File: src/rtl/dual_interval_timer.sv
module dual_interval_timer #(
  parameter int          NCH      = 2,
  parameter int          AW       = 8,
  parameter logic [31:0] ID_VALUE = 32'h5049_0102
) (
  input  logic          pclk,
  input  logic          presetn,
  input  logic          psel,
  input  logic          penable,
  input  logic          pwrite,
  input  logic [AW-1:0] paddr,
  input  logic [31:0]   pwdata,
  output logic [31:0]   prdata,
  output logic          pready,
  output logic          pslverr,
  input  logic          ext_tick,
  output logic          irq
);

  localparam logic [AW-1:0] A_ID   = AW'(8'h00);
  localparam logic [AW-1:0] A_CFG  = AW'(8'h10);
  localparam logic [AW-1:0] A_IEN  = AW'(8'h14);
  localparam logic [AW-1:0] A_STA  = AW'(8'h18);
  localparam logic [AW-1:0] A_CHEN = AW'(8'h1C);
  localparam int            CH_BASE   = 32;
  localparam int            CH_STRIDE = 16;
  localparam logic [2:0]    MODE_32   = 3'd1;

  logic                   apb_wr;
  logic [2:0]             ext_sync;
  logic                   ext_rise;
  logic [NCH-1:0]         en_q, ien_q, sta_q, tick;
  logic [NCH-1:0][3:0]    ctl_q;
  logic [NCH-1:0][31:0]   rld_q, cnt_q;

  assign apb_wr   = psel & penable & pwrite;
  assign pready   = 1'b1;
  assign pslverr  = 1'b0;
  assign ext_rise = ext_sync[1] & ~ext_sync[2];
  assign irq      = |(sta_q & ien_q);

  always_ff @(posedge pclk or negedge presetn)
    if (!presetn) ext_sync <= '0;
    else          ext_sync <= {ext_sync[1:0], ext_tick};

  for (genvar c = 0; c < NCH; c++) begin : g_ch
    localparam logic [AW-1:0] A_CTL = AW'(CH_BASE + CH_STRIDE * c);
    localparam logic [AW-1:0] A_RLD = AW'(CH_BASE + CH_STRIDE * c + 4);
    localparam logic [AW-1:0] A_CNT = AW'(CH_BASE + CH_STRIDE * c + 8);

    logic wr_cnt, en_rise, run, wrap;

    assign tick[c] = ctl_q[c][3] | ext_rise;
    assign wr_cnt  = apb_wr && paddr == A_CNT;
    assign en_rise = apb_wr && paddr == A_CHEN && pwdata[4*c] && !en_q[c];
    assign run     = en_q[c] && tick[c] && ctl_q[c][2:0] == MODE_32 && !wr_cnt;
    assign wrap    = run && cnt_q[c] == '0;

    always_ff @(posedge pclk or negedge presetn) begin
      if (!presetn) begin
        ctl_q[c] <= '0;
        rld_q[c] <= '0;
        cnt_q[c] <= '0;
        en_q[c]  <= 1'b0;
        ien_q[c] <= 1'b0;
        sta_q[c] <= 1'b0;
      end else begin
        if (apb_wr && paddr == A_CTL)  ctl_q[c] <= pwdata[3:0];
        if (apb_wr && paddr == A_RLD)  rld_q[c] <= pwdata;
        if (apb_wr && paddr == A_CHEN) en_q[c]  <= pwdata[4*c];
        if (apb_wr && paddr == A_IEN)  ien_q[c] <= pwdata[4*c];

        if (wr_cnt)       cnt_q[c] <= pwdata;
        else if (en_rise) cnt_q[c] <= rld_q[c];
        else if (wrap)    cnt_q[c] <= rld_q[c];
        else if (run)     cnt_q[c] <= cnt_q[c] - 32'd1;

        if (wrap)                                          sta_q[c] <= 1'b1;
        else if (apb_wr && paddr == A_STA && pwdata[4*c])  sta_q[c] <= 1'b0;
      end
    end
  end

  always_comb begin
    prdata = '0;
    if (paddr == A_ID)  prdata = ID_VALUE;
    if (paddr == A_CFG) prdata = 32'(NCH);
    for (int c = 0; c < NCH; c++) begin
      if (paddr == A_IEN)  prdata[4*c] = ien_q[c];
      if (paddr == A_STA)  prdata[4*c] = sta_q[c];
      if (paddr == A_CHEN) prdata[4*c] = en_q[c];
      if (paddr == AW'(CH_BASE + CH_STRIDE * c))     prdata = {28'd0, ctl_q[c]};
      if (paddr == AW'(CH_BASE + CH_STRIDE * c + 4)) prdata = rld_q[c];
      if (paddr == AW'(CH_BASE + CH_STRIDE * c + 8)) prdata = cnt_q[c];
    end
  end

endmodule

File: config.mk
export PLATFORM = sky130hd
export DESIGN_NAME = dual_interval_timer
export DESIGN_NICKNAME = d
export VERILOG_FILES = /design/src/rtl/dual_interval_timer.sv
export SDC_FILE = /design/constraint.sdc
export NUM_CORES = 1
export LEC_CHECK = 0
export BUFFER_PORTS_ARGS = -buffer_cell sky130_fd_sc_hd__buf_2
export CAP_MARGIN = 20
export CORE_MARGIN = 2
export CORE_UTILIZATION = 55
export DETAILED_ROUTE_END_ITERATION = 12
export PLACE_DENSITY = 0.83
export SKIP_CTS_REPAIR_TIMING = 1
export SYNTH_ARGS = -nofsm -noshare
export SYNTH_HDL_FRONTEND = slang
export SYNTH_SLANG_ARGS = --single-unit
export TNS_END_PERCENT = 1
File: constraint.sdc
create_clock -name pclk -period 2.47 [get_ports pclk]
set_input_delay 0.3705 -clock pclk [delete_from_list [all_inputs] [get_ports pclk]]
set_output_delay 0.3705 -clock pclk [all_outputs]
set_load 0.01 [all_outputs]
After elaboration in Yosys (flattened, before gate mapping):

Cells that the tools add are included.

* add/subtract/negate cells: 2
* equal/unequal tests: 12
* muxes and demuxes: 26
* bitwise logic cells: 7
* reduce and logical (&&, ||, !) cells: 35

Operators with widths (count)
* two-way mux 32 bit: 13
* two-way mux 31 bit: 3
* logical NOT 32 bit: 2
* subtractor 32 x 1 -> 32 bit (second input constant): 2
* equality test 8 x 6 -> 1 bit (second input constant): 6
* equality test 8 x 5 -> 1 bit (second input constant): 4
* logical AND 1 bit: 23
* two-way mux 1 bit: 10
* logical NOT 8 bit: 1
* nonzero test 4 bit: 2
* equality test 3 x 1 -> 1 bit (second input constant): 2
* logical NOT 1 bit: 4
* nonzero test 2 bit: 2
* bitwise AND 1 bit: 3
* bitwise AND 2 bit: 1
* bitwise OR 1 bit: 2
* OR reduction 2 bit: 1
* NOT 1 bit: 1

* flip-flop bits (word level): 145
* input bits: 46
* output and inout port bits: 35
* logic and storage cells: 95

Logic depth before layout (Yosys ltp):

* word-level depth: 15
* gate-level depth with buffers: 12
* mapped depth without buffers: 8

Least setup slack after synthesis:

Ideal clock, no wire load.

* path kind: register to register
* start: register cnt_q[0] in the netlist's numbering
* end: register cnt_q[29] in the netlist's numbering
* setup time: 126 ps
* data arrival time: 2519 ps
* data required time: 2344 ps
* path slack: -175 ps
* cell stages (with the launch flop): 12
* buffers on the path: 3
* clock period less this slack: 2645 ps
* cells stage by stage: dfrtp_1 clkbuf_1 inv_1 ha_1 or4b_4 or3_1 buf_6 nor4b_4 a21o_1 buf_6 nor3_1 a311o_1

* longest elaborated chain between the ends: 5
* elaborated cells on any way between the ends: 8
* those cells by class: add/sub: 1; mux: 4; reduce/logical: 3

Ends and longest elaborated chain
* from (decl): line 34 `logic [NCH-1:0][31:0] rld_q, cnt_q;`
* from (signal, indexed assignment): line 73 `if (wr_cnt) cnt_q[c] <= pwdata;`
* from (signal, indexed assignment): line 74 `else if (en_rise) cnt_q[c] <= rld_q[c];`
* from (signal, indexed assignment): line 75 `else if (wrap) cnt_q[c] <= rld_q[c];`
* subtractor 32 x 1 -> 32 bit or logical NOT 32 bit (tied branches): line 76, 57
* two-way mux 32 bit or logical AND 1 bit (tied branches): line 76, 57
* two-way mux 32 bit: line 75
* two-way mux 32 bit: line 74
* two-way mux 32 bit: line 73

Parallel ways exist; a longest one is shown, timed or not. The select of a mux whose other input is x is not followed.
A chain may end at the register's enable or synchronous reset.

Worst setup path after layout:

* start: register cnt_q[0] in the netlist's numbering
* end: register cnt_q[15] in the netlist's numbering

Same word-level chain as after synthesis.

==> results.yml <==
pwr:
  seqPwrFrac_pct: 41.9
  p_int_uw: 4320
  swShare_pct: 27.6
  power_switching_uw: 1650
  power_uw: 5960
  clockPowerShare_pct: 44.9
  pwr-share-comb_pct: 13.1
  ir_worst_vdd_v: 0.000496
  leakage_uw: 0.00575
  p_per_area_nw_per_um2: 539
logic_synthesis:
  synth_top_cell_by_area: "dfrtp_1"
  synth_area_leaders: "dfrtp_1, mux2_2, a21oi_1"
  synth.avg_cell_area_um2: 9.35
  dominantRegCellSynth: "dfrtp_1"
  ys_ff_latch: 145
  syn-cell-area_um2: 8980
  syn-num-nets: 1008
  postSynthCellCount: 960
  synth-warning-count: 0
  ys_seq_area_share_pct: 40.4
  netlist.area_leader.share_pct: 40.4
  synth-edff-count: 0
  yosysUniqueCellTypes: 67
  async_flop_share_pct: 100
status:
  outcome: "finished, violations left"
  violations: "negative setup slack"
cells_and_area:
  fillers: 1208
  diodes: 0
  multi_input_area_um2: 5120
  nets: 1141
  area_growth_pct: 23.2
  final-seq-area_um2: 3630
  final_layout_size_suffix_gt1_share_pct: 31.6
grt:
  globalRouteOverflowTotal: 0
  grt_max_degree: 62
  antenna_found_initial: 0
  grt_pass1_vias: 8699
  grt_pass1_wl_um: 47000
  track_usage_pct: 34.2
routing:
  vias_per_cell: 6.72
  dr.first_iter.drc_count: 1342
  routedWlPerCell_um: 22.5
  antenna_left: 0
  wl_um: 29700
  dr.pass1.iters: 9
  drc: 0
  vias: 8888
sta:
  fin_crit_sh_pct: 102
  worst_hold_slack_ns: 0.0416
  tightest_slew_ns: 0.680
  layout_setup_ws_ns: -0.0424
  max_freq_mhz: 398
  fin_crit_ns: 2.51
  skew_ns: 0.0103
  slew_viol_final: 0
  slew_headroom_pct: 54.3
  setup_viol: 11
  rsz0062_at_grt: "yes"
  hold_viol_final: 0
cts:
  htree_levels: 4
  root_buffer: "clkbuf_16"
  clockBufferDepth: 2
  cts_tree: "built"
  clkTransAtPathRegs_ns: 0.06
  clock_latency_ns: 0.44
  clock-sinks: 145
  cts_made_buffers: 17
critical_path:
  r2r.worst_path.cells: 10
  cp_slowest_stage_delay_ns: 0.46
  slowest_stage: "or4b_4"
  critPathArrivalTime_ns: 2.83
  crit_type: "flop to flop"
  crit_path_max_fanout: 8
  end_kind: "flop"
  cp-start-kind: "flop"
  path_cells: "inv_4, ha_4, or4b_4, or3_4, buf_6, nor2_4, a31oi_4, buf_8, mux2i_1, o22ai_1"
  required_ns: 2.78
floorplanning:
  fp.dieW_um: 132
  die_h_um: 132
  die_area_um2: 17400
  core_area_um2: 15900
  start_util_pct: 56.3
  row_count: 46
  num_io_pins: 81
placement:
  gp_congestion: 0.994
  dp_slack_ns: -0.115
  numPortBuffers: 78
  dpl.hpwl_um: 20300
min_path:
  hold_class: "primary input to flop"
  holdPathStages: 1
job:
  max_cap_violations: 0
synth_stat cells (all sizes together), types with 6 or more instances:
cell / count
and3: 17
a31oi: 6
nand3: 37
or4: 7
a21oi: 80
or3: 24
and2: 7
nor2: 86
mux2i: 30
nand2: 67
nand4: 10
a221o: 6
o21ai: 35
nor4: 23
buf: 27
nor3: 59
xnor2: 12
clkbuf: 46
dfrtp: 145
mux2: 77
a222oi: 24
o221ai: 6
o22ai: 19
xor2: 43
flip-flops by register name (all words and copies together) (netlist names):
register / cells
ctl_q: 8
cnt_q: 64
en_q: 2
ien_q: 2
sta_q: 2
rld_q: 64
ext_sync: 3
layer usage:
layer | routed length, µm | global-route usage, % | vias to the layer above | share of wire [%]
li1 | - | - | 3854 | -
met1 | 11500 | 44.4 | 4323 | 39
met2 | 13900 | 54.5 | 579 | 47
met3 | 2950 | 7.42 | 132 | 9.9
met4 | 1390 | 16.9 | 0 | 4.7
met5 | 0 | 0 | - | 0
stage by stage:
stage / setup TNS, ns / instances / utilization, % / cell area [µm²]
2_1_floorplan: -0.448 / 960 / - / 9000
3_3_place_gp: -0.289 / 1285 / 64.4 / 10300
3_5_place_dp: -1.41 / 1285 / 64.4 / 10300
4_1_cts: -1.77 / 1317 / 68.2 / 10900
5_1_grt: -2.41 / 1322 / 69.3 / 11100
6_report: -0.234 / 1322 / 69.3 / 11100
kinds of logic after synthesis:
family	Yosys count	share of synthesized area, %
other cells	2	0.0837
fa+ha+maj	2	0.279
simple gates	361	21.5
mux	107	13.0
buf+inv	78	4.04
flops	145	40.4
xor+xnor	55	5.37
compound gates	210	15.3
power by group through the flow:
stage	clock [µW]	sequential (µW)	combinational (µW)
detailed placement	0	2540	741
floorplan	0	2520	430
global placement	0	2540	723
finish	2680	2500	783
CTS	2680	2500	751
global route	2780	2510	850
final cells by class:
cell class                 count  area share (%)
inverter                       5           0.192
tap                          216            2.44
timing repair buffer         187            12.7
clock inverter                13            1.37
sequential                   145            32.8
clock buffer                  19            4.10
multi-input combinational    737            46.3
cells in the final DEF (no fill, tap or decap), types with 5 or more instances in the layout:
| master | Yosys | final |
|---|---|---|
| nand3_1 | 37 | 34 |
| or3_1 | 24 | 22 |
| clkbuf_16 | 0 | 18 |
| nor4_1 | 22 | 19 |
| buf_6 | 3 | 5 |
| a22oi_1 | 5 | 5 |
| clkinv_4 | 0 | 5 |
| xnor2_1 | 12 | 12 |
| and2_1 | 6 | 6 |
| dfrtp_1 | 145 | 144 |
| o21ai_0 | 32 | 31 |
| nor3_2 | 10 | 12 |
| nand2_1 | 66 | 63 |
| nor3_1 | 49 | 47 |
| buf_2 | 10 | 77 |
| buf_12 | 1 | 12 |
| or4_1 | 7 | 7 |
| nor2_2 | 0 | 7 |
| mux2_2 | 77 | 77 |
| and3_1 | 17 | 17 |
| mux2i_1 | 30 | 30 |
| a21oi_1 | 80 | 78 |
| o22ai_1 | 19 | 19 |
| nor2_1 | 85 | 78 |
| a222oi_1 | 24 | 24 |
| o211ai_1 | 5 | 5 |
| xor2_1 | 43 | 43 |
| nand4_1 | 10 | 10 |
| a221o_1 | 6 | 6 |
| buf_4 | 5 | 90 |
critical path: cells and delay by family (launching register included):
kind            cells  cell delay (ns)
simple gates        3             0.94
mux                 1             0.17
compound gates      2             0.29
fa+ha+maj           1             0.11
buf+inv             3             0.45
flops               1             0.42
path summary, 6_finish.rpt:
path	endpoint	from	slack [ns]
hold / removal	ext_sync[0]$_DFF_PN0_	ext_tick	0.04
max in group asynchronous	cnt_q[53]$_DFFE_PN0P_	presetn	1.24
hold reg to reg	ext_sync[1]$_DFF_PN0_	ext_sync[0]$_DFF_PN0_	0.34
setup reg to reg	cnt_q[15]$_DFFE_PN0P_	cnt_q[0]$_DFFE_PN0P_	-0.04
setup / recovery	cnt_q[15]$_DFFE_PN0P_	cnt_q[0]$_DFFE_PN0P_	-0.04
min in group asynchronous	cnt_q[36]$_DFFE_PN0P_	presetn	0.49
No activity file was read; power rests on OpenSTA's default activity.
